$ cat src/rtl/pcm_tx_pkg.sv
package pcm_tx_pkg;
  typedef enum logic [2:0] {
    ST_IDLE,
    ST_ARMED,
    ST_WAIT_CLK,
    ST_SHIFT,
    ST_TAIL
  } tx_state_t;
endpackage

$ cat src/rtl/pcm_tx_edge.sv
// Synchronizes one asynchronous input and flags its edges for one clk cycle.
module pcm_tx_edge #(
  parameter int STAGES = 2
) (
  input  logic clk,
  input  logic rst,
  input  logic din,
  output logic lvl,
  output logic rise,
  output logic fall
);
  logic [STAGES-1:0] pipe;
  logic              last;

  always_ff @(posedge clk) begin
    if (rst) begin
      pipe <= '0;
      last <= 1'b0;
    end else begin
      pipe <= STAGES'({pipe, din});
      last <= pipe[STAGES-1];
    end
  end

  assign lvl  = pipe[STAGES-1];
  assign rise = pipe[STAGES-1] & ~last;
  assign fall = ~pipe[STAGES-1] & last;
endmodule

$ cat src/rtl/pcm_tx_fsmode.sv
// Measures frame sync width in falling bit-clock edges and decides the format.
module pcm_tx_fsmode #(
  parameter int LONG_MIN = 3
) (
  input  logic clk,
  input  logic rst,
  input  logic fs_lvl,
  input  logic fs_fall,
  input  logic bclk_fall,
  output logic long_mode
);
  localparam int CW = $clog2(LONG_MIN + 1);

  logic [CW-1:0] falls;

  always_ff @(posedge clk) begin
    if (rst) begin
      falls     <= '0;
      long_mode <= 1'b0;
    end else if (fs_fall) begin
      long_mode <= (falls >= CW'(LONG_MIN));
      falls     <= '0;
    end else if (fs_lvl && bclk_fall && falls != CW'(LONG_MIN)) begin
      falls <= falls + 1'b1;
    end
  end
endmodule

$ cat src/rtl/pcm_tx_shifter.sv
// Frame sequencing, word capture and serial shifting for both sync formats.
module pcm_tx_shifter
  import pcm_tx_pkg::*;
#(
  parameter int WORD_W = 8
) (
  input  logic              clk,
  input  logic              rst,
  input  logic              permit,
  input  logic              long_mode,
  input  logic              bclk_lvl,
  input  logic              bclk_rise,
  input  logic              bclk_fall,
  input  logic              fs_lvl,
  input  logic              fs_rise,
  input  logic [WORD_W-1:0] word,
  output logic              dout,
  output logic              oe
);
  localparam int CW = $clog2(WORD_W + 1);

  tx_state_t         state;
  logic [WORD_W-1:0] sh;
  logic [CW-1:0]     nsent;
  logic              fs_used;
  logic              frame_long;

  always_ff @(posedge clk) begin
    if (rst) begin
      state      <= ST_IDLE;
      sh         <= '0;
      nsent      <= '0;
      fs_used    <= 1'b0;
      frame_long <= 1'b0;
      dout       <= 1'b0;
      oe         <= 1'b0;
    end else begin
      if (!fs_lvl) fs_used <= 1'b0;
      if (!permit) begin
        state <= ST_IDLE;
        oe    <= 1'b0;
      end else begin
        case (state)
          ST_IDLE: begin
            if (long_mode && fs_rise) begin
              fs_used    <= 1'b1;
              frame_long <= 1'b1;
              if (bclk_lvl) begin
                dout  <= word[WORD_W-1];
                sh    <= {word[WORD_W-2:0], 1'b0};
                nsent <= CW'(1);
                oe    <= 1'b1;
                state <= ST_SHIFT;
              end else begin
                sh    <= word;
                state <= ST_WAIT_CLK;
              end
            end else if (!long_mode && fs_lvl && bclk_fall && !fs_used) begin
              fs_used    <= 1'b1;
              frame_long <= 1'b0;
              sh         <= word;
              state      <= ST_ARMED;
            end
          end
          ST_ARMED, ST_WAIT_CLK: begin
            if (bclk_rise) begin
              dout  <= sh[WORD_W-1];
              sh    <= {sh[WORD_W-2:0], 1'b0};
              nsent <= CW'(1);
              oe    <= 1'b1;
              state <= ST_SHIFT;
            end
          end
          ST_SHIFT: begin
            if (bclk_rise && nsent != CW'(WORD_W)) begin
              dout  <= sh[WORD_W-1];
              sh    <= {sh[WORD_W-2:0], 1'b0};
              nsent <= nsent + 1'b1;
            end else if (bclk_fall && nsent == CW'(WORD_W)) begin
              if (frame_long && fs_lvl) begin
                state <= ST_TAIL;
              end else begin
                oe    <= 1'b0;
                state <= ST_IDLE;
              end
            end
          end
          ST_TAIL: begin
            if (!fs_lvl) begin
              oe    <= 1'b0;
              state <= ST_IDLE;
            end
          end
          default: state <= ST_IDLE;
        endcase
      end
    end
  end
endmodule

$ cat src/rtl/pcm_tx_port.sv
module pcm_tx_port #(
  parameter int SYNC_STAGES = 2,
  parameter int WORD_W      = 8,
  parameter int LONG_MIN    = 3
) (
  input  logic              clk,
  input  logic              rst,
  input  logic              permit,
  input  logic              bclk_in,
  input  logic              fsync_in,
  input  logic [WORD_W-1:0] word_in,
  output logic              data_out,
  output logic              oe_out
);
  localparam int NSIG = 2;
  localparam int IDX_BCLK = 0;
  localparam int IDX_FS   = 1;

  logic [NSIG-1:0] raw, lvl, rise, fall;
  logic bclk_lvl, bclk_rise, bclk_fall, fs_lvl, fs_rise, fs_fall;
  logic long_mode;

  assign raw[IDX_BCLK] = bclk_in;
  assign raw[IDX_FS]   = fsync_in;

  for (genvar g = 0; g < NSIG; g++) begin : g_in
    pcm_tx_edge #(.STAGES(SYNC_STAGES)) u_edge (
      .clk  (clk),
      .rst  (rst),
      .din  (raw[g]),
      .lvl  (lvl[g]),
      .rise (rise[g]),
      .fall (fall[g])
    );
  end

  assign bclk_lvl  = lvl[IDX_BCLK];
  assign bclk_rise = rise[IDX_BCLK];
  assign bclk_fall = fall[IDX_BCLK];
  assign fs_lvl    = lvl[IDX_FS];
  assign fs_rise   = rise[IDX_FS];
  assign fs_fall   = fall[IDX_FS];

  pcm_tx_fsmode #(.LONG_MIN(LONG_MIN)) u_mode (
    .clk       (clk),
    .rst       (rst),
    .fs_lvl    (fs_lvl),
    .fs_fall   (fs_fall),
    .bclk_fall (bclk_fall),
    .long_mode (long_mode)
  );

  pcm_tx_shifter #(.WORD_W(WORD_W)) u_shift (
    .clk       (clk),
    .rst       (rst),
    .permit    (permit),
    .long_mode (long_mode),
    .bclk_lvl  (bclk_lvl),
    .bclk_rise (bclk_rise),
    .bclk_fall (bclk_fall),
    .fs_lvl    (fs_lvl),
    .fs_rise   (fs_rise),
    .word      (word_in),
    .dout      (data_out),
    .oe        (oe_out)
  );
endmodule

$ cat config.mk
export PLATFORM = sky130hd
export DESIGN_NAME = pcm_tx_port
export DESIGN_NICKNAME = d
export VERILOG_FILES = /design/src/rtl/pcm_tx_pkg.sv /design/src/rtl/pcm_tx_edge.sv /design/src/rtl/pcm_tx_fsmode.sv /design/src/rtl/pcm_tx_shifter.sv /design/src/rtl/pcm_tx_port.sv
export SDC_FILE = /design/constraint.sdc
export NUM_CORES = 1
export LEC_CHECK = 0
export ABC_AREA = 1
export CAP_MARGIN = 0
export CORE_UTILIZATION = 40
export DETAILED_ROUTE_END_ITERATION = 6
export PLACE_DENSITY_LB_ADDON = 0.08
export SYNTH_ARGS = -nofsm -noshare
export SYNTH_HDL_FRONTEND = slang
export SYNTH_SLANG_ARGS = --single-unit
$ cat constraint.sdc
create_clock -name clk -period 1.4 [get_ports clk]
set_input_delay 0.35 -clock clk [delete_from_list [all_inputs] [get_ports clk]]
set_output_delay 0.35 -clock clk [all_outputs]
set_load 0.03 [all_outputs]
* Word-level counts from Yosys, hierarchy flattened *
Cells that the tools add are included.

storage, ports and cells
  word-level logic and storage cells = 104
  input bits = 13
  flip-flop bits (word level) = 28
  output and inout port bits = 2

cells by class
  bitwise operators = 9
  $lt $le $gt $ge = 1
  mux-type cells = 40
  add/sub/neg operators = 2
  reductions and logical operators = 23
  equality and inequality tests = 16

operator list
  cell                   number
  $mux W8                5
  $pmux W8 S3            1
  $mux W3                7
  $mux W1                19
  $mux W4                4
  $pmux W3 S4            1
  $pmux W4 S3            1
  $ne A2 B2 Y1 const B   5
  $reduce_and A5 Y1      2
  $logic_and A1 B1 Y1    9
  $ne A2 B1 Y1 const B   4
  $reduce_and A8 Y1      1
  $eq A3 B2 Y1 const B   2
  $reduce_and A6 Y1      1
  $reduce_or A2 Y1       3
  $not A1 Y1             5
  $add A4 B1 Y4 const B  1
  $and A1 B1 Y1          4
  $eq A4 B4 Y1 const B   1
  $ne A4 B4 Y1 const B   1
  $pmux W1 S4            1
  $reduce_bool A4 Y1     1
  $eq A3 B1 Y1 const B   1
  $eq A3 B3 Y1 const B   1
  9 further kinds        10

* Logic depth before layout (Yosys ltp) *
  depth after elaboration = 8
  depth in mapped cells = 11
  depth with buffers taken out = 11

* By module *
From an unflattened synthesis, not the netlist that was laid out.

second synthesis, totals
  cell total of the unflattened synthesis = 257
  area total of the unflattened synthesis = 1596.5 um^2

by module, submodules not included
  module          sequential area each (um^2)  instances  area each (um^2)  cells an instance
  pcm_tx_shifter  380.4                        1          1263.7            213
  pcm_tx_edge     60.1                         2          93.8              12
  pcm_tx_fsmode   60.1                         1          145.1             20

* Least setup slack after synthesis *
No wires, ideal clock.

  path kind = reg-to-reg
  start point = register u_shift.nsent[0]
  end point = register u_shift.sh[5]
  buffers on the path = 1
  data required time = 1.287 ns
  setup slack = 0.061 ns
  setup time = 0.113 ns
  period minus slack after synthesis = 1.339 ns
  cell stages (with the launch flop) = 11
  arrival time = 1.226 ns
  cells stage by stage = dfxtp_1 -> inv_1 -> ha_1 -> nand2_1 -> o21ai_0 -> nand2_1 -> nand2_2 -> buf_6 -> nand2_1 -> nand2_1 -> nor2_1

on the way
  cells in the longest elaborated chain, start to end = 4

ends and longest elaborated chain
  what                         RTL line              RTL
  from (decl)                  pcm_tx_shifter.sv:24  logic [CW-1:0] nsent;
  from (signal assigned)       pcm_tx_shifter.sv:78  nsent <= nsent + 1'b1;
  $ne A4 B4 Y1                 pcm_tx_shifter.sv:75  if (bclk_rise && nsent != CW'(WORD_W)) begin
  $logic_and A1 B1 Y1          pcm_tx_shifter.sv:75
  $ne A2 B1 Y1 (no line)       --
  $reduce_and A5 Y1 (no line)  --
  to (signal assigned)         pcm_tx_shifter.sv:61  sh <= word;
  to (signal assigned)         pcm_tx_shifter.sv:68  sh <= {sh[WORD_W-2:0], 1'b0};
  to (signal assigned)         pcm_tx_shifter.sv:77  sh <= {sh[WORD_W-2:0], 1'b0};
  to (decl)                    pcm_tx_shifter.sv:23  logic [WORD_W-1:0] sh;

No other way between the ends.
A chain may end at the register's enable or synchronous reset.

* Final worst setup path *
  start point = register u_shift.oe
  end point = output oe_out

RTL lines
  what                    RTL line              RTL
  from (decl)             pcm_tx_shifter.sv:18  output logic oe
  from (signal assigned)  pcm_tx_shifter.sv:36  oe <= 1'b0;
  from (signal assigned)  pcm_tx_shifter.sv:41  oe <= 1'b0;
  from (signal assigned)  pcm_tx_shifter.sv:52  oe <= 1'b1;
  to (decl)               pcm_tx_port.sv:13     output logic oe_out

No word-level cell between the ends.

==> metrics.md <==
| Metric | Value |
|---|---|
| IO buf count | 14 |
| Root Buffer | clkbuf_8 |
| Worst slew pin tran | 435 ps |
| Hold endpoint | g_in[1].u_edge.pipe[1] |
| DR WL/cell | 9.61 um |
| Slew Limit Fails | 0 |
| Critical path startpoint category | flip-flop |
| Final Skew | 8.77 ps |
| Initial antenna violation count | 0 |
| Dpl hpwl | 2510 um |
| Leakage power | 1.05 nW |
| Buffer and inverter count on the worst path | 1 |
| Antenna Diode Count | 0 |
| Worst setup EP type | primary output |
| Cells after Synth | 265 |
| Top-Level Pins | 15 |
| Final hold slack | 398 ps |
| Clk sinks | 28 |
| Final GP Congestion | 0.791 |
| Final ANT Viol Nets | 0 |
| Layout cells sized above 1 | 21.7% |
| Crit-path cells | dlygate4sd2_1 |
| Seq/Total Area, Yosys | 34.4% |
| Max-cap viol count | 0 |
| DR pass1 iterations | 4 |
| Crit path required time | 1050 ps |
| HP Class | flip-flop to flip-flop |
| Die Y | 65.8 um |
| Status | finished clean |
| Clock buffer depth | 2 |
| Headroom to the max-slew limit | 71.0% |
| Syn_area_per_cell | 6.15 sq um |
| Slowest CP cell | dlygate4sd2_1 |
| Worst R2R Start | u_shift.nsent[1] |
| Reg-to-reg critical path endpoint | u_shift.state[2] |
| Synthesized Nets | 281 |
| Clock slew at reported path FFs | 100 ps |
| H-tree levels | 1 |
| Final period utilization | 96.9% |
| Post-Layout Cell Count | 347 |
| Crit path max-delay family | buffers and inverters |
| Crit path time final | 1360 ps |
| Commonest non-fill, non-tap cell in the layout | nand2_1 |
| Nets | 316 |
| Area Growth Syn to Fin | 29.0% |
| Row count | 22 |
| First-pass GRT wire length | 5930 um |
| Die area | 4330 sq um |
| RSZ-0062 raised after global routing | true |
| Count of final hold-check violations | 0 |
| Achievable Freq | 0.737 GHz |
| GR Util All Layers | 17.6% |
| Critical path class | flip-flop to primary output |
| Chip width | 65.8 um |
| HP Start | g_in[1].u_edge.pipe[0] |
| Seq cells post-synth | 28 |
| Critical path's largest stage delay | 390 ps |
| Min-Delay Path Depth | 2 |
| Worst-skew pair later-pin latency | 280 ps |
| CTS tree | built |
| Routed vias | 1553 |
| Power Total | 0.00168 W |
| Pwr/cell area | 799 nW/um^2 |
| Synth cell types | 27 |
| Starting Density | 43.2% |
| Post-Place Cells | 342 |
| Num CTS Buffers | 3 |
| Peak VDD IR | 0.699 mV |
| Commonest non-fill, non-tap cells in the layout | nand2_1, nor2_1, inv_1 |
| R2r setup slk | 90 ps |
| Vias per inst | 4.48 |
| Total negative slack | 0 ps |
| Yosys warnings | 0 |
| Vias in the first global route | 1415 |
| Grt ovf | 0 |
| Core area | 3770 sq um |
| Post-Synthesis Cell Area | 1630 sq um |
| Number of remaining DRC errors | 0 |
| Worst Path Arrival | 1010 ps |
| CP Max Fanout | 2 |
| Initial DRC count | 54 |
| Routed WL | 3340 um |
| Largest net degree at the start of global routing | 17 |
| Register-to-Register Path Depth | 10 |
| Setup Viol. Count Final | 0 |
-- per-stage QoR --
stage | worst slack [ps] | cell area (sq um) | util [%]
4_1_cts | 12.6 | 2020 | 53.6
2_1_floorplan | 61.1 | 1630 | -
6_report | 42.8 | 2100 | 55.7
3_5_place_dp | -253 | 1940 | 51.5
5_1_grt | -52.8 | 2100 | 55.7
3_3_place_gp | -227 | 1940 | 51.5
-- repair_timing --
item                       CTS  global route
setup buffers                0             1
hold endpoints to repair     0             0
setup endpoints to repair   11            19
hold buffers                 0             0
pin swaps                    1             9
gates resized for setup      5            29
-- how the worst max path moves through the flow --
stage / start / to / slack [ps] / cells past startpoint
global route: u_shift.nsent[1] / u_shift.state[2] / -50 / 10
finish: u_shift.oe / oe_out / 40 / 1
detailed placement: permit / u_shift.nsent[1] / -250 / 6
global placement: permit / u_shift.nsent[1] / -230 / 6
floorplan: u_shift.nsent[0] / u_shift.sh[5] / 60 / 10
CTS: u_shift.nsent[0] / u_shift.state[1] / 10 / 11
-- sequential cells by signal (all words and copies together), names as in the netlist --
register and cells:
u_shift.sh 8, u_mode.falls 2, g_in.u_edge.pipe 4, u_shift.dout 1, u_shift.nsent 4, u_shift.state 3, u_shift.fs_used 1, g_in.u_edge.last 2
u_mode.long_mode 1, u_shift.oe 1, u_shift.frame_long 1
-- synthesized netlist by cell type, drive strengths merged --
cell	instances	area (sq um)
a21oi	11	66.3
a31oi	2	12.5
buf	4	32.5
clkbuf	1	3.75
clkinv	1	3.75
dfxtp	28	561
ha	3	37.5
inv	45	169
nand2	92	363
nand3	16	97.6
nand4	2	12.5
nor2	49	205
nor3	3	20.0
o21ai	6	30.0
or2	1	6.26
xor2	1	8.76
-- cell families (layout without fill, tap and decap cells) --
kind of cell / after synthesis / in the layout / synth area share [%]
simple gates: 163 / 163 / 43.2
flops: 28 / 28 / 34.4
xor+xnor: 1 / 1 / 0.538
fa+ha+maj: 3 / 3 / 2.30
buf+inv: 51 / 85 / 12.8
compound gates: 19 / 19 / 6.68
-- power breakdown --
part	switching, W	internal, W	leakage, nW	total (W)
logic	0.000105	0.0000953	0.785	0.000200
registers	0.0000137	0.000815	0.231	0.000828
clock network	0.000268	0.000383	0.0357	0.000652
total	0.000387	0.00129	1.05	0.00168
-- cell type report --
| cell class | count | area (sq um) |
|---|---|---|
| sequential | 28 | 573 |
| clock buffer | 3 | 41.3 |
| multi-input combinational | 186 | 928 |
| inverter | 46 | 173 |
| clock inverter | 1 | 30.0 |
| fill | 398 | 1670 |
| tap | 48 | 60.1 |
| timing repair buffer | 35 | 297 |
-- per-layer routing --
metal,routed length [um],share of wire [%],GRT usage [%]
met3,98,2.9,3.79
met4,48,1.4,4.08
met2,1420,43,28.3
met5,0,0,0
met1,1770,53,23.6
(Power assumes the default switching activity.)
